$ cat src/rtl/acc_cpu_pkg.sv
package acc_cpu_pkg;

    localparam int OPC_W = 4;

    typedef enum logic [OPC_W-1:0] {
        OP_NOP = 4'd0,
        OP_HLT = 4'd1,
        OP_LDA = 4'd2,
        OP_STA = 4'd3,
        OP_JMP = 4'd4,
        OP_BEZ = 4'd5,
        OP_AND = 4'd6,
        OP_ADD = 4'd7
    } opcode_e;

    typedef enum logic [2:0] {
        FETCH_A = 3'd0,
        FETCH_B = 3'd1,
        EXEC_A  = 3'd2,
        EXEC_B  = 3'd3,
        STOPPED = 3'd4
    } seq_state_e;

    typedef struct packed {
        logic mem_drv;
        logic alu_drv;
        logic ma_drv;
        logic pc_drv;
        logic ld_acc;
        logic ld_opnd;
        logic ld_ir;
        logic ld_ma;
        logic pc_load;
        logic pc_step;
        logic mem_wr;
        logic alu_logic;
        logic alu_fsel;
        logic alu_cin;
    } ctl_t;

    function automatic logic is_noop(input logic [OPC_W-1:0] op);
        return (op == OP_NOP) || op[OPC_W-1];
    endfunction

    function automatic logic needs_second_exec(input logic [OPC_W-1:0] op);
        return (op == OP_LDA) || (op == OP_AND) || (op == OP_ADD);
    endfunction

endpackage

$ cat src/rtl/acc_cpu_alu.sv
module acc_cpu_alu #(
    parameter int W = 8
) (
    input  logic [W-1:0] a,
    input  logic [W-1:0] b,
    input  logic         logic_mode,
    input  logic         fsel,
    input  logic         cin,
    output logic [W-1:0] y,
    output logic         a_zero
);

    logic [W-1:0] addend;

    always_comb begin
        addend = fsel ? b : '0;
        if (logic_mode) begin
            y = fsel ? b : (a & b);
        end else begin
            y = a + addend + {{(W-1){1'b0}}, cin};
        end
        a_zero = (a == '0);
    end

endmodule

$ cat src/rtl/acc_cpu_pc.sv
module acc_cpu_pc #(
    parameter int AW = 4
) (
    input  logic          clk,
    input  logic          rst_n,
    input  logic          load,
    input  logic          step,
    input  logic [AW-1:0] din,
    output logic [AW-1:0] q
);

    always_ff @(posedge clk or negedge rst_n) begin
        if (!rst_n) begin
            q <= '0;
        end else if (load) begin
            q <= din;
        end else if (step) begin
            q <= q + 1'b1;
        end
    end

    // advancing wraps modulo the address space
    p_pc_wrap_r11: assert property (@(posedge clk) disable iff (!rst_n)
        (step && !load) |=> (q == AW'($past(q) + 1'b1)));

    // a parallel load takes the bus address
    p_pc_load_r8: assert property (@(posedge clk) disable iff (!rst_n)
        load |=> (q == $past(din)));

endmodule

$ cat src/rtl/acc_cpu_ram.sv
module acc_cpu_ram #(
    parameter int AW = 4,
    parameter int DW = 8,
    parameter logic [((1<<AW)*DW)-1:0] IMAGE = '0
) (
    input  logic          clk,
    input  logic          rst_n,
    input  logic          we,
    input  logic [AW-1:0] addr,
    input  logic [DW-1:0] wdata,
    output logic [DW-1:0] rdata,
    input  logic [AW-1:0] dbg_addr,
    output logic [DW-1:0] dbg_data
);

    localparam int DEPTH = 1 << AW;

    logic [DW-1:0] mem [DEPTH];

    always_ff @(posedge clk or negedge rst_n) begin
        if (!rst_n) begin
            for (int i = 0; i < DEPTH; i++) begin
                mem[i] <= IMAGE[i*DW +: DW];
            end
        end else if (we) begin
            mem[addr] <= wdata;
        end
    end

    assign rdata    = mem[addr];
    assign dbg_data = mem[dbg_addr];

    // a write lands at the addressed word
    p_write_lands_r7: assert property (@(posedge clk) disable iff (!rst_n)
        we |=> (mem[$past(addr)] == $past(wdata)));

endmodule

$ cat src/rtl/acc_cpu_seq.sv
module acc_cpu_seq
    import acc_cpu_pkg::*;
(
    input  logic       clk,
    input  logic       rst_n,
    input  opcode_e    bus_opc,
    input  opcode_e    ir,
    input  logic       a_zero,
    output seq_state_e state,
    output ctl_t       ctl
);

    seq_state_e nxt;

    always_ff @(posedge clk or negedge rst_n) begin
        if (!rst_n) begin
            state <= FETCH_A;
        end else begin
            state <= nxt;
        end
    end

    always_comb begin
        nxt = state;
        unique case (state)
            FETCH_A: nxt = FETCH_B;
            FETCH_B: nxt = is_noop(bus_opc) ? FETCH_A : EXEC_A;
            EXEC_A: begin
                if (needs_second_exec(ir))  nxt = EXEC_B;
                else if (ir == OP_HLT)      nxt = STOPPED;
                else                        nxt = FETCH_A;
            end
            EXEC_B:  nxt = FETCH_A;
            STOPPED: nxt = STOPPED;
            default: nxt = FETCH_A;
        endcase
    end

    always_comb begin
        ctl = '0;
        unique case (state)
            FETCH_A: begin
                ctl.pc_drv = 1'b1;
                ctl.ld_ma  = 1'b1;
            end
            FETCH_B: begin
                ctl.mem_drv = 1'b1;
                ctl.ld_ir   = 1'b1;
                ctl.ld_ma   = 1'b1;
                ctl.pc_step = 1'b1;
            end
            EXEC_A: begin
                unique case (ir)
                    OP_LDA, OP_AND, OP_ADD: begin
                        ctl.mem_drv = 1'b1;
                        ctl.ld_opnd = 1'b1;
                    end
                    OP_STA: begin
                        ctl.alu_drv   = 1'b1;
                        ctl.alu_logic = 1'b0;
                        ctl.alu_fsel  = 1'b0;
                        ctl.mem_wr    = 1'b1;
                    end
                    OP_JMP: begin
                        ctl.ma_drv  = 1'b1;
                        ctl.pc_load = 1'b1;
                    end
                    OP_BEZ: begin
                        ctl.ma_drv  = a_zero;
                        ctl.pc_load = a_zero;
                    end
                    default: ;
                endcase
            end
            EXEC_B: begin
                ctl.alu_drv = 1'b1;
                ctl.ld_acc  = 1'b1;
                unique case (ir)
                    OP_LDA: begin
                        ctl.alu_logic = 1'b1;
                        ctl.alu_fsel  = 1'b1;
                    end
                    OP_AND: begin
                        ctl.alu_logic = 1'b1;
                        ctl.alu_fsel  = 1'b0;
                    end
                    default: begin
                        ctl.alu_logic = 1'b0;
                        ctl.alu_fsel  = 1'b1;
                    end
                endcase
            end
            STOPPED: ;
            default: ;
        endcase
    end

    // the stop state is never left without reset
    p_stop_holds_r10: assert property (@(posedge clk) disable iff (!rst_n)
        (state == STOPPED) |=> (state == STOPPED));

    // the fetch pair always runs in order
    p_fetch_order_r3: assert property (@(posedge clk) disable iff (!rst_n)
        (state == FETCH_A) |=> (state == FETCH_B));

    // no-op class opcodes return straight to fetch
    p_noop_skips_r2: assert property (@(posedge clk) disable iff (!rst_n)
        (state == FETCH_B && is_noop(bus_opc)) |=> (state == FETCH_A));

endmodule

$ cat src/rtl/acc_cpu.sv
module acc_cpu
    import acc_cpu_pkg::*;
#(
    parameter int ADDR_W = 4,
    parameter logic [((1<<ADDR_W)*(acc_cpu_pkg::OPC_W+ADDR_W))-1:0] INIT_IMAGE = '0
) (
    input  logic                           clk,
    input  logic                           rst_n,
    output logic                           halted,
    input  logic [ADDR_W-1:0]              dbg_addr,
    output logic [acc_cpu_pkg::OPC_W+ADDR_W-1:0] dbg_data
);

    localparam int DW = OPC_W + ADDR_W;

    seq_state_e    state;
    ctl_t          ctl;
    opcode_e       ir;
    logic [DW-1:0] acc;
    logic [DW-1:0] opnd;
    logic [ADDR_W-1:0] ma;
    logic [ADDR_W-1:0] pc;
    logic [DW-1:0] bus;
    logic [DW-1:0] mem_q;
    logic [DW-1:0] alu_y;
    logic          a_zero;

    acc_cpu_seq u_seq (
        .clk     (clk),
        .rst_n   (rst_n),
        .bus_opc (opcode_e'(bus[DW-1:ADDR_W])),
        .ir      (ir),
        .a_zero  (a_zero),
        .state   (state),
        .ctl     (ctl)
    );

    acc_cpu_alu #(.W(DW)) u_alu (
        .a          (acc),
        .b          (opnd),
        .logic_mode (ctl.alu_logic),
        .fsel       (ctl.alu_fsel),
        .cin        (ctl.alu_cin),
        .y          (alu_y),
        .a_zero     (a_zero)
    );

    acc_cpu_pc #(.AW(ADDR_W)) u_pc (
        .clk   (clk),
        .rst_n (rst_n),
        .load  (ctl.pc_load),
        .step  (ctl.pc_step),
        .din   (bus[ADDR_W-1:0]),
        .q     (pc)
    );

    acc_cpu_ram #(.AW(ADDR_W), .DW(DW), .IMAGE(INIT_IMAGE)) u_ram (
        .clk      (clk),
        .rst_n    (rst_n),
        .we       (ctl.mem_wr),
        .addr     (ma),
        .wdata    (bus),
        .rdata    (mem_q),
        .dbg_addr (dbg_addr),
        .dbg_data (dbg_data)
    );

    // AND-OR bus: each source gated by its own enable
    always_comb begin
        bus = ({DW{ctl.mem_drv}} & mem_q)
            | ({DW{ctl.alu_drv}} & alu_y)
            | ({DW{ctl.ma_drv}}  & {{OPC_W{1'b0}}, ma})
            | ({DW{ctl.pc_drv}}  & {{OPC_W{1'b0}}, pc});
    end

    always_ff @(posedge clk or negedge rst_n) begin
        if (!rst_n) begin
            acc  <= '0;
            opnd <= '0;
            ir   <= OP_NOP;
            ma   <= '0;
        end else begin
            if (ctl.ld_acc)  acc  <= bus;
            if (ctl.ld_opnd) opnd <= bus;
            if (ctl.ld_ir)   ir   <= opcode_e'(bus[DW-1:ADDR_W]);
            if (ctl.ld_ma)   ma   <= bus[ADDR_W-1:0];
        end
    end

    assign halted = (state == STOPPED);

    // at most one bus source per cycle
    p_one_driver_r12: assert property (@(posedge clk) disable iff (!rst_n)
        $onehot0({ctl.mem_drv, ctl.alu_drv, ctl.ma_drv, ctl.pc_drv}));

    // RAM written only by a store in its execute step
    p_write_only_store_r7: assert property (@(posedge clk) disable iff (!rst_n)
        ctl.mem_wr |-> (state == EXEC_A && ir == OP_STA));

    // add wraps modulo the word width
    p_add_wrap_r5: assert property (@(posedge clk) disable iff (!rst_n)
        (state == EXEC_B && ir == OP_ADD) |=> (acc == DW'($past(acc) + $past(opnd))));

    // a branch on a nonzero accumulator leaves the PC alone
    p_bez_not_taken_r9: assert property (@(posedge clk) disable iff (!rst_n)
        (state == EXEC_A && ir == OP_BEZ && acc != '0) |=> $stable(pc));

    // a load copies the operand register into the accumulator
    p_load_copies_r4: assert property (@(posedge clk) disable iff (!rst_n)
        (state == EXEC_B && ir == OP_LDA) |=> (acc == $past(opnd)));

endmodule

$ cat config.mk
export PLATFORM = sky130hd
export DESIGN_NAME = acc_cpu
export DESIGN_NICKNAME = d
export VERILOG_FILES = /design/src/rtl/acc_cpu_pkg.sv /design/src/rtl/acc_cpu_alu.sv /design/src/rtl/acc_cpu_pc.sv /design/src/rtl/acc_cpu_ram.sv /design/src/rtl/acc_cpu_seq.sv /design/src/rtl/acc_cpu.sv
export SDC_FILE = /design/constraint.sdc
export NUM_CORES = 1
export LEC_CHECK = 0
export ABC_CLOCK_PERIOD_IN_PS = 3700
export CAP_MARGIN = 20
export CORE_MARGIN = 2
export CORE_UTILIZATION = 36
export DETAILED_ROUTE_END_ITERATION = 8
export DONT_BUFFER_PORTS = 1
export HOLD_SLACK_MARGIN = 0.02
export REMOVE_ABC_BUFFERS = 1
export SLEW_MARGIN = 20
export SYNTH_ARGS = -nofsm -noshare
export SYNTH_HDL_FRONTEND = slang
export SYNTH_SLANG_ARGS = --single-unit
export TNS_END_PERCENT = 5
$ cat constraint.sdc
create_clock -name clk -period 3.7 [get_ports clk]
set_input_delay 0.555 -clock clk [delete_from_list [all_inputs] [get_ports clk]]
set_output_delay 0.555 -clock clk [all_outputs]
set_load 0.01 [all_outputs]
# After elaboration in Yosys (flattened, before gate mapping)
# Index checks and enable logic that the tools add are counted.
# Widths: inputs -> output; s select.
word_totals:
  register_bits: 159
  out_inout_bits: 9
  inputBits: 6
  elab_cells: 91
classes:
  n_mux: 33
  addsub: 2
  reduce_logical: 10
  bitwise_logic: 10
  order_cmp: 3
  n_eq_ne: 11
ops:
  columns: ["cell", "n"]
  rows:
  - ["$bwmux 128", 1]
  - ["$bmux 8 s4", 2]
  - ["$mux 8", 8]
  - ["$demux 8 s4", 1]
  - ["$and 8x8->8", 3]
  - ["$or 8x8->8", 3]
  - ["$and 8x4->8", 2]
  - ["$eq 4x3->1 const B", 4]
  - ["$pmux 3 s4", 1]
  - ["$ge 5x5->1 const B", 2]
  - ["$not 4->5", 2]
  - ["$mux 1", 9]
  - ["$mux 3", 3]
  - ["$add 8x8->8", 1]
  - ["$eq 4x2->1 const B", 2]
  - ["$logic_not 8->1", 1]
  - ["$mux 4", 2]
  - ["$pmux 2 s2", 2]
  - ["$eq 3x2->1 const B", 2]
  - ["$pmux 1 s2", 3]
  - ["$lt 5x1->1 const B", 1]
  - ["$add 4x1->4 const B", 1]
  - ["$eq 4x1->1 const B", 1]
  - ["$logic_not 4->1", 1]
  - ["9 further kinds", 11]

# Depth between registers and ports, before layout
# Gate-level depths: netlist (run 1).
depth:
  word_depth: 14
  depth_mapped: 15

# Modules after synthesis
# Synthesis (run 1) repeated with hierarchy kept, for this count alone.
unflattened:
  cells_unflattened: 665
  hier_area_um2: 8962.3
modules_own_cells:
  columns: ["mod", "instances", "cells_each", "area_per_inst_um2"]
  rows:
  - ["acc_cpu_ram", 1, 435, 6785.3]
  - ["acc_cpu", 1, 101, 1131.1]
  - ["acc_cpu_alu", 1, 76, 556.8]
  - ["acc_cpu_seq", 1, 35, 286.5]
  - ["acc_cpu_pc", 1, 18, 202.7]

# Least setup slack after synthesis (run 1)
# Ideal clock, no wire load.
synth_timing:
  path_type: "reg-to-reg"
  startpoint: "register u_seq.state[2]"
  endpoint: "register u_ram.mem[71] (netlist name)"
  t_required_ns: 3.575
  setup_slack_ns: 0.421
  arrival_ns: 3.154
  period_less_slack_ns: 3.279
  setup_ns: 0.125
  path_stages_with_launch: 15
  path_cell_list: "dfrtp_1 > clkbuf_1 > nand3b_1 > a31oi_1 > buf_2 > nand2_1 > inv_1 > ha_1 > a211oi_1 > o21ai_0 > a41oi_1 > xnor2_1 > o22ai_1 > buf_2 > mux2_2"
synth_via:
  elab_chain_cells: 10
synth_rtl:
  columns: ["element", "line", "rtl"]
  rows:
  - ["from (decl)", "acc_cpu_seq.sv:9", "output seq_state_e state,"]
  - ["from (signal assigned)", "acc_cpu_seq.sv:19", "state <= nxt;"]
  - ["$eq 3x2->1", "acc_cpu_seq.sv:41", "unique case (state)"]
  - ["$pmux 2 s2", "acc_cpu_seq.sv:41", null]
  - ["$mux 8", "acc_cpu_alu.sv:16", "addend = fsel ? b : '0;"]
  - ["$add 8x8->8", "acc_cpu_alu.sv:20", "y = a + addend + {{(W-1){1'b0}}, cin};"]
  - ["$mux 8", "acc_cpu_alu.sv:17", "if (logic_mode) begin"]
  - ["$and 8x8->8", "acc_cpu.sv:71", "| ({DW{ctl.alu_drv}} & alu_y)"]
  - ["$or 8x8->8", "acc_cpu.sv:71", null]
  - ["$or 8x8->8", "acc_cpu.sv:72", "| ({DW{ctl.ma_drv}} & {{OPC_W{1'b0}}, ma})"]
  - ["$or 8x8->8", "acc_cpu.sv:73", "| ({DW{ctl.pc_drv}} & {{OPC_W{1'b0}}, pc});"]
  - ["$bwmux 128", "acc_cpu_ram.sv:26", "mem[addr] <= wdata;"]
  - ["to (signal, indexed assignment)", "acc_cpu_ram.sv:23", "mem[i] <= IMAGE[i*DW +: DW];"]
  - ["to (signal, indexed assignment)", "acc_cpu_ram.sv:26", null]
  - ["to (decl)", "acc_cpu_ram.sv:18", "logic [DW-1:0] mem [DEPTH];"]
# Several ways; a longest one is shown, not always the timed one.
# A chain may end at the register's enable or synchronous reset.

# Final worst setup path (run 1)
layout_timing:
  startpoint: "register ir[1]"
  endpoint: "register u_ram.mem[71] (netlist name)"
layout_via:
  elab_chain_cells: 11
layout_rtl:
  columns: ["element", "line", "rtl"]
  rows:
  - ["from (decl)", "acc_cpu.sv:18", "opcode_e ir;"]
  - ["from (signal assigned)", "acc_cpu.sv:85", "if (ctl.ld_ir) ir <= opcode_e'(bus[DW-1:ADDR_W]);"]
  - ["$eq 4x3->1 or $eq 4x2->1 (tied branches)", "acc_cpu_seq.sv:53, acc_cpu_seq.sv:78", null]
  - ["$pmux 2 s2", "acc_cpu_seq.sv:78", "unique case (ir)"]
  - ["$pmux 2 s2", "acc_cpu_seq.sv:41", null]
  - ["$mux 8", "acc_cpu_alu.sv:16", null]
  - ["$add 8x8->8", "acc_cpu_alu.sv:20", null]
  - ["$mux 8", "acc_cpu_alu.sv:17", null]
  - ["$and 8x8->8", "acc_cpu.sv:71", null]
  - ["$or 8x8->8", "acc_cpu.sv:71", null]
  - ["$or 8x8->8", "acc_cpu.sv:72", null]
  - ["$or 8x8->8", "acc_cpu.sv:73", null]
  - ["$bwmux 128", "acc_cpu_ram.sv:26", null]
# Several ways; a longest one is shown, not always the timed one.

==> results.json, run 1 <==
{
  "required_ps": 4010,
  "start_util": 0.368,
  "worstMarginPinSlew_ps": 975,
  "antenna_left": 0,
  "p_leak_nw": 3.95,
  "synth-seq-cells": 159,
  "antenna_found_initial": 0,
  "routed_wl_um": 22200,
  "synth_area_leaders": "dfrtp_1, mux4_2, nand2_1, o21ai_0, mux4_1",
  "grt_pass1_wl_um": 35800,
  "nets": 749,
  "synth_flop_cell": "dfrtp_1",
  "slew-limit-headroom": 0.350,
  "ys.warnings.count": 0,
  "syn_to_final_growth_pct": 9.10,
  "clk_path_buf_depth": 2,
  "async_reset_ff_frac": 1.00,
  "ios": 15,
  "status": "finished, violations left",
  "slowest_stage": "dfrtp_1",
  "htreeDepth": 4,
  "preCtsSetupSlack_ps": 537,
  "clock-root-buffer": "clkbuf_16",
  "period_minus_slack_ps": 3250,
  "dieArea_mm2": 0.0253,
  "fmax_mhz": 308,
  "overflow": 0,
  "viasPerCell": 5.60,
  "rsz0062_at_grt": "false",
  "worstSkewPairLatency_ps": 430,
  "port_buffers": 0,
  "synth.most_common_cell": "nand2_1",
  "critPathMaxStageDelay_ps": 440,
  "synthesis.area_mm2": 0.00866,
  "timing.final.ws_setup_ps": 453,
  "cts_tree": "yes",
  "drive_gt1_frac": 0.207,
  "antenna_cells": 0,
  "drc": 0,
  "dp.final_hpwl_um": 13800,
  "fin_util": 0.401,
  "vias": 5966,
  "postSynthAreaPerCell_um2": 11.5,
  "hold_slack_ps": -173,
  "grt_usage": 0.183,
  "p_per_area_mw_per_mm2": 363,
  "finalMaxSlewViolations": 0,
  "core-area_mm2": 0.0235,
  "cp_cell_sequence": "nor2b_1 -> a31oi_1 -> buf_4 -> and2_1 -> ha_1 -> o21ai_0 -> o21ai_0 -> a41oi_1 -> xnor2_1 -> o22ai_1 -> buf_4 -> mux2_2",
  "wl_per_cell_um": 20.8,
  "worstHoldPathType": "in -> async",
  "cts-resized-gates": 0,
  "path_class": "reg -> reg",
  "yosysSeqAreaShare": 0.459,
  "synthCells": 753,
  "seqCellArea_mm2": 0.00398,
  "yosys.area.top_type": "dfrtp_1",
  "gp_congestion": 0.800,
  "crit_path_end_kind": "register",
  "yosysTopAreaCellShare": 0.459,
  "cts_sinks": 159,
  "fillers": 2241,
  "dr.pass1.iters": 5,
  "cp_max_fo": 16,
  "die_w_um": 159,
  "die_y_um": 159,
  "drt_iter0_markers": 409,
  "period_share": 0.878,
  "clkTransAtPathRegs_ps": 60,
  "synth_cell_types": 55,
  "p_total_mw": 3.43,
  "setup_viol": 0,
  "synth_edf_count": 0,
  "postCtsSetupRepairBufs": 0,
  "failed_checks": "negative hold slack",
  "rows": 56,
  "cts_buffers": 17,
  "vdd_drop_max_uv": 274,
  "crit_arrival_ps": 3560,
  "hold_viol_final": 159,
  "drv_cap": 0,
  "fin_skew_ps": 13.2,
  "grt_max_degree": 160,
  "multi_input_area_mm2": 0.00432,
  "critPathLaunchType": "register",
  "netlist_top_cells_count": "nand2_1, dfrtp_1, o21ai_0",
  "grt_pass1_vias": 6096
}
-- sequential cells by signal, indices dropped and copies added (netlist names) --
register,count
acc,8
u_seq.state,3
opnd,8
ir,4
ma,4
u_ram.mem,128
u_pc.q,4
-- kinds of logic (layout without fill, tap and decap cells) --
logic type                 count (synthesis)  after routing  share of synthesized area
buffers and inverters                     69             63                     0.0425
adders and majority gates                  9              9                     0.0139
xor gates and xnor gates                   7              7                    0.00708
and+or+nand+nor                          223            223                      0.108
DFF                                      159            159                      0.459
muxes                                    104            104                      0.244
AOI/OAI and AO/OA                        182            182                      0.126
-- per-stage QoR --
step	std cells	area (µm²)	hold slack, ps	setup TNS, ps
floorplan	695	8340	259	-6630
global placement	1034	8890	268	0
finish	1066	9450	-173	0
CTS	1066	9450	-186	0
global route	1066	9450	-189	0
detailed placement	1034	8890	268	0
-- where the power goes --
part | internal (mW) | switching (mW) | leakage, nW | total (mW)
sequential | 1.74 | 0 | 2.21 | 1.74
clock | 0.980 | 0.699 | 0.263 | 1.68
combinational | 0.0165 | 0 | 1.48 | 0.0165
total | 2.74 | 0.699 | 3.95 | 3.43
-- worst paths after layout --
| check | startpoint | cells past startpoint | to | slack [ps] |
|---|---|---|---|---|
| max | ir[1] | 12 | u_ram.mem[71] | 450 |
| max reg2reg | ir[1] | 12 | u_ram.mem[71] | 450 |
| min reg2reg | opnd[6] | 2 | opnd[6] | 490 |
| max in group asynchronous | rst_n | 0 | u_ram.mem[98] | 3550 |
| min in group clk | opnd[6] | 2 | opnd[6] | 490 |
| min | rst_n | 0 | acc[1] | -170 |
-- worst max-delay path: cells and delay by family (launching register included) --
| kind | cells | cell delay [ps] |
|---|---|---|
| XOR/XNOR | 1 | 220 |
| AO/OA/AOI/OAI | 5 | 1060 |
| AND/OR/NAND/NOR | 2 | 390 |
| buffers and inverters | 2 | 390 |
| flip-flops | 1 | 440 |
| adder cells (fa/ha/maj) | 1 | 350 |
| multiplexers | 1 | 270 |
-- cells in the final DEF (no fill, tap or decap), types with 3 or more instances in the layout --
cell type and count:
a22oi_1 3, mux2_2 20, nor2b_1 5, clkinvlp_4 4, inv_1 11, clkbuf_16 17
buf_4 20, clkbuf_1 4, nand2_1 161, o21ai_1 9, xnor2_1 3, o21ai_0 117
mux2i_1 6, dfrtp_1 158, clkbuf_8 3, nor4_1 4, xor2_1 4, nand3_1 10
ha_1 8, mux4_2 59, nor2_1 22, nor3_1 4, a21oi_1 11, a41oi_1 3
and2_1 7, o21ai_2 18, mux4_1 18
-- routing by layer --
layer / vias to the layer above / global-route usage / share of wire
met4: 0 / 0.0579 / 0.021
met5: - / 0 / 0
met3: 40 / 0.0425 / 0.061
met2: 177 / 0.302 / 0.49
li1: 2732 / - / -
met1: 3017 / 0.239 / 0.43
-- final cells by class --
cell class,count,area share
Timing Repair Buffer,20,0.0159
Inverter,11,0.00437
Tap cell,319,0.0422
Clock inverter,8,0.00874
Sequential cell,159,0.421
Clock buffer,24,0.0510
Multi-Input combinational cell,525,0.457
Power figures use the tool's default switching activity.
==> inputs of run 2 (changes only) <==
Settings changed: ABC_CLOCK_PERIOD_IN_PS 3700 to 3560, CORE_MARGIN 2 to 3.
Clock period 3.7 ns to 3.56 ns, I/O delays scaled along.
==> run 2 against run 1 <==
The flow still finishes with violations (negative hold slack). First-iteration DRC count increased by 36%. Worst setup slack got worse by 97 ps. Largest power group is now the clock network. Cell count increased by 1.6%. Utilization increased by 0.70 points. Sequential power increased by 4%. Clock skew about the same. Sequential share of layout area decreased by 0.72 points.
==> results.json, run 2 (synthesized netlist as in run 1, its figures left out) <==
{
  "wl_per_cell_um": 21.0,
  "antenna_left": 0,
  "port_buffers": 0,
  "mostFrequentLayoutCells": "nand2_1, dfrtp_1, o21ai_0",
  "ios": 15,
  "largest_reg_flops": 128,
  "nets": 767,
  "rows": 56,
  "viasPerCell": 5.61,
  "switching_power_uw": 793,
  "required_ps": 3880,
  "worstMarginPinSlew_ps": 701,
  "hold_slack_ps": -205,
  "core-area_mm2": 0.0235,
  "critPathTopFamily": "compound AO/OA/AOI/OAI gates",
  "grt_pass1_wl_um": 35900,
  "htreeDepth": 4,
  "dp.final_hpwl_um": 14900,
  "fin_area_mm2": 0.00962,
  "fillers": 2256,
  "crit_arrival_ps": 3530,
  "drive_gt1_frac": 0.230,
  "worstHoldPathType": "in -> async",
  "cp_cell_sequence": "nor2b_1 -> a31oi_2 -> nand2_1 -> inv_1 -> ha_1 -> a211oi_1 -> o21ai_0 -> a41oi_1 -> xnor2_1 -> o22ai_1 -> buf_4 -> mux2_2",
  "critPathLaunchType": "register",
  "fin_util": 0.408,
  "setup_viol": 0,
  "grt_usage": 0.183,
  "slew-limit-headroom": 0.533,
  "final_common_cell": "nand2_1",
  "overflow": 0,
  "status": "finished, violations left",
  "routed_wl_um": 22800,
  "top_regs": "u_ram.mem: 128 flops, acc: 8 flops, opnd: 8 flops",
  "start_util": 0.368,
  "dieArea_mm2": 0.0260,
  "worstSkewPairLatency_ps": 440,
  "path_class": "reg -> reg",
  "gp_congestion": 0.814,
  "clkTransAtPathRegs_ps": 70,
  "swShare": 0.218,
  "finalMaxSlewViolations": 0,
  "period_minus_slack_ps": 3200,
  "largest-register": "u_ram.mem",
  "vdd_drop_max_uv": 242,
  "drt_iter0_markers": 558,
  "cts_tree": "yes",
  "preCtsSetupSlack_ps": 278,
  "syn_to_final_growth_pct": 11.0,
  "placed_area_mm2": 0.00903,
  "die_y_um": 161,
  "timing.final.ws_setup_ps": 355,
  "seqCellArea_mm2": 0.00398,
  "clock-root-buffer": "clkbuf_16",
  "fmax_mhz": 312,
  "slowest_stage": "dfrtp_1",
  "clockPowerShare": 0.499,
  "period_share": 0.900,
  "rsz0062_at_grt": "false",
  "multi_input_area_mm2": 0.00432,
  "cp_max_fo": 16,
  "p_per_area_mw_per_mm2": 379,
  "drc": 0,
  "vias": 6081,
  "cts_sinks": 159,
  "critPathMaxStageDelay_ps": 440,
  "grt_pass1_vias": 5975,
  "crit_path_end_kind": "register",
  "antenna_found_initial": 0,
  "clk_path_buf_depth": 2,
  "cts_buffers": 17,
  "drv_cap": 0,
  "seq_power_share": 0.496,
  "dr.pass1.iters": 5,
  "failed_checks": "negative hold slack",
  "hold_viol_final": 159,
  "comb_power_share": 0.005,
  "p_leak_nw": 4.04,
  "crit_buf_inv": 2,
  "grt_max_degree": 160,
  "die_w_um": 161,
  "antenna_cells": 0,
  "fin_skew_ps": 13.2,
  "intPower_mw": 2.85
}
## run 2: power groups by stage
stage                     registers, mW  logic [mW]  clock network, mW
after floorplan                    1.84      0.0177                  0
after global placement             1.84      0.0171                  0
after detailed placement           1.84      0.0171                  0
after CTS                          1.81      0.0171               1.83
after global routing               1.80      0.0171               1.92
final                              1.81      0.0170               1.82
## run 2: cell type report
cell class / instances / area share
clock buffers: 21 / 0.0489
flip-flops and latches: 159 / 0.414
inverters: 11 / 0.00429
well taps: 319 / 0.0415
clock inverters: 10 / 0.0109
repair buffers: 38 / 0.0310
multi-input cells: 525 / 0.449
## run 2: path summary, 6_finish.rpt
path | from | end | slack [ps] | depth (start not counted)
worst max-delay path | ir[1] | u_ram.mem[79] | 360 | 12
worst min register to register | u_ram.mem[112] | u_ram.mem[112] | 500 | 2
worst min-delay path | rst_n | u_seq.state[0] | -200 | 0
worst max register to register | ir[1] | u_ram.mem[79] | 360 | 12
max in group asynchronous | rst_n | ma[0] | 3270 | 0
min in group clk | u_ram.mem[112] | u_ram.mem[112] | 500 | 2
## run 2: timing repair
item,CTS,global route
endpoints found under the setup margin,0,16
buffers inserted,0,0
hold endpoints to repair,159,159
gates resized for setup,0,1
## run 2: per-layer routing
metal,track usage,vias to the layer above,share of wire
met4,0.0575,0,0.022
met3,0.0441,32,0.061
met5,0,-,0
li1,-,2762,-
met2,0.293,167,0.49
met1,0.248,3120,0.43
## run 2: through the flow
stage / std cells / power, mW / TNS, ps
finish: 1083 / 3.64 / 0
global route: 1083 / 3.74 / 0
CTS: 1083 / 3.65 / 0
detailed placement: 1052 / 1.86 / 0
global placement: 1052 / 1.86 / 0
floorplan: 695 / 1.86 / -16990
==> inputs of run 3 (changes only) <==
Settings changed: ABC_AREA set to 1.
==> run 3 against run 2 <==
The flow still finishes with violations (negative hold slack). Sequential cell count unchanged. Routed wire length increased by 29%. Register-to-register slack improved by 99 ps. Global-route usage increased by 3.2 points. Sequential power about the same. Critical path depth increased by 6. Clock power increased by 9%. Synthesized cell count increased by 69%. Largest power group unchanged. Highest routed layer unchanged.
==> results.json, run 3 <==
{
  "port_buffers": 0,
  "crit_start": "ir[1]",
  "die_w_um": 166,
  "overflow": 0,
  "crit_arrival_ps": 3430,
  "clock-root-buffer": "clkbuf_16",
  "hold_slack_ps": -210,
  "yosysTopAreaCellShare": 0.433,
  "gp_congestion": 0.877,
  "viasPerCell": 5.26,
  "met1_length_um": 13300,
  "final_common_cell": "nand2_1",
  "required_ps": 3880,
  "yosysSeqAreaShare": 0.433,
  "antenna_left": 0,
  "nets": 1274,
  "drv_cap": 0,
  "drive_gt1_frac": 0.0960,
  "synth-seq-cells": 159,
  "reg2reg_to": "u_seq.state[1]",
  "rr_startpoint": "ir[1]",
  "grt_max_degree": 160,
  "htreeDepth": 4,
  "met2_length_um": 13200,
  "period_share": 0.872,
  "ios": 15,
  "cts_sinks": 159,
  "failed_checks": "negative hold slack",
  "p_leak_nw": 5.01,
  "fin_skew_ps": 11.9,
  "cts_buffers": 17,
  "rrSetupSlack_ps": 450,
  "antenna_found_initial": 0,
  "dp.final_hpwl_um": 19600,
  "slew-limit-headroom": 0.408,
  "routed_wl_um": 29400,
  "async_reset_ff_frac": 1.00,
  "worstHoldPathType": "in -> async",
  "critPathLaunchType": "register",
  "start_util": 0.373,
  "grt_usage": 0.215,
  "period_minus_slack_ps": 3110,
  "synth_area_leaders": "dfrtp_1, nand2_1, o21ai_0, nor2_1, inv_1",
  "largest_reg_flops": 128,
  "clkTransAtPathRegs_ps": 70,
  "timing.final.ws_setup_ps": 455,
  "vias": 8386,
  "placed_area_mm2": 0.00944,
  "tns_ps": 0,
  "worstMarginPinSlew_ps": 885,
  "hold_viol_final": 159,
  "drt_iter0_markers": 754,
  "rsz0062_at_grt": "false",
  "fmax_mhz": 322,
  "core-area_mm2": 0.0247,
  "postSynthAreaPerCell_um2": 7.23,
  "crit_path_end_kind": "register",
  "dr.pass1.iters": 5,
  "status": "finished, violations left",
  "path_class": "reg -> reg",
  "synth_edf_count": 0,
  "clk_path_buf_depth": 2,
  "cp_max_fo": 11,
  "mostFrequentLayoutCells": "nand2_1, dfrtp_1, nor2_1",
  "syn_to_final_growth_pct": 9.53,
  "drc": 0,
  "reg2reg_depth": 18,
  "grt_pass1_vias": 8056,
  "wl_per_cell_um": 18.4,
  "fillers": 2590,
  "yosys.area.top_type": "dfrtp_1",
  "top_regs": "u_ram.mem: 128 flops, acc: 8 flops, opnd: 8 flops",
  "worstSkewPairLatency_ps": 430,
  "cts_tree": "yes",
  "p_per_area_mw_per_mm2": 386,
  "ys.warnings.count": 0,
  "dieArea_mm2": 0.0275,
  "synth_cell_types": 43,
  "fin_area_mm2": 0.0101,
  "antenna_cells": 0,
  "p_total_mw": 3.88,
  "grt_pass1_wl_um": 47000,
  "synth_flop_cell": "dfrtp_1",
  "finalMaxSlewViolations": 0,
  "netlist_top_cells_count": "nand2_1, dfrtp_1, nor2_1",
  "preCtsSetupSlack_ps": 507,
  "rows": 57,
  "die_y_um": 166,
  "postCtsSetupRepairBufs": 0,
  "top_layer_used": "met4",
  "setup_viol": 0,
  "synthCells": 1271,
  "synth.most_common_cell": "nand2_1",
  "largest-register": "u_ram.mem",
  "wl_met3_um": 2040,
  "synthesis.area_mm2": 0.00919,
  "vdd_drop_max_uv": 334
}
run 3: cell types whose count changed after synthesis, sizes merged, moves of 9 or more:
| cell | previous run | this run |
|---|---|---|
| a21oi | 13 | 52 |
| inv | 11 | 108 |
| mux2 | 20 | 0 |
| mux4 | 78 | 0 |
| nand2 | 161 | 442 |
| nand3 | 10 | 19 |
| nor2 | 22 | 166 |
| o211ai | 0 | 9 |
| o21ai | 144 | 179 |
| o221ai | 0 | 15 |
| o22ai | 2 | 37 |
run 3: worst max-delay path by stage:
stage,slack (ps),depth (start not counted),to
global placement,560,18,u_seq.state[1]
global route,160,18,u_seq.state[1]
CTS,490,18,u_seq.state[1]
detailed placement,510,18,u_seq.state[1]
floorplan,260,17,u_seq.state[1]
finish,450,18,u_seq.state[1]
run 3: worst max-delay path: stages (launching register included):
cell	delay, ps
dfrtp_1	430
inv_2	90
nor2_1	50
nand2_1	100
nand2_1	160
nor2_1	130
ha_1	190
inv_1	60
fa_1	430
inv_1	90
nand3_1	100
nand4_1	80
nand3_1	80
nand2_1	120
nand2_2	220
inv_2	410
nand3_1	120
nand2_1	90
nand2_1	40
run 3: metal layers:
metal  GRT usage  up-vias
li1            -     4096
met1       0.307     3943
met2       0.331      301
met3      0.0369       46
met4      0.0774        0
met5           0        -
run 3: kinds of logic (layout without fill, tap and decap cells):
kind of cell             count (synthesis)  in the layout  synth area share
flip-flops                             159            159             0.433
buffers and inverters                  164            164            0.0814
adder cells (fa/ha/maj)                  9              9            0.0131
multiplexers                             1              1           0.00109
AO/OA/AOI/OAI                          297            297             0.182
XOR/XNOR                                 4              4           0.00381
AND/OR/NAND/NOR                        637            637             0.286
run 3: what timing repair did:
| action | CTS | global route |
|---|---|---|
| setup endpoints to repair | 0 | 0 |
| hold endpoints to repair | 159 | 159 |
| gates resized for setup | 0 | 0 |
run 3: per-stage QoR:
stage	util	hold slack (ps)	std cells
after floorplan	-	238	1219
after global placement	0.383	246	1564
after detailed placement	0.383	245	1564
after CTS	0.408	-213	1595
after global routing	0.408	-223	1595
final	0.408	-210	1595
run 3: report_power, final:
group          internal, mW  switching, mW
clock                  1.20          0.785
combinational        0.0319         0.0655
sequential             1.81              0
total                  3.03          0.850
run 3: layout make-up:
class | instances | area [µm²] | area share
Sequential cell | 159 | 3980 | 0.395
Clock buffer | 19 | 443 | 0.0440
Inverter | 112 | 420 | 0.0417
Tap cell | 324 | 405 | 0.0403
Clock inverter | 12 | 185 | 0.0184
Timing Repair Buffer | 21 | 170 | 0.0169
Multi-Input combinational cell | 948 | 4470 | 0.444
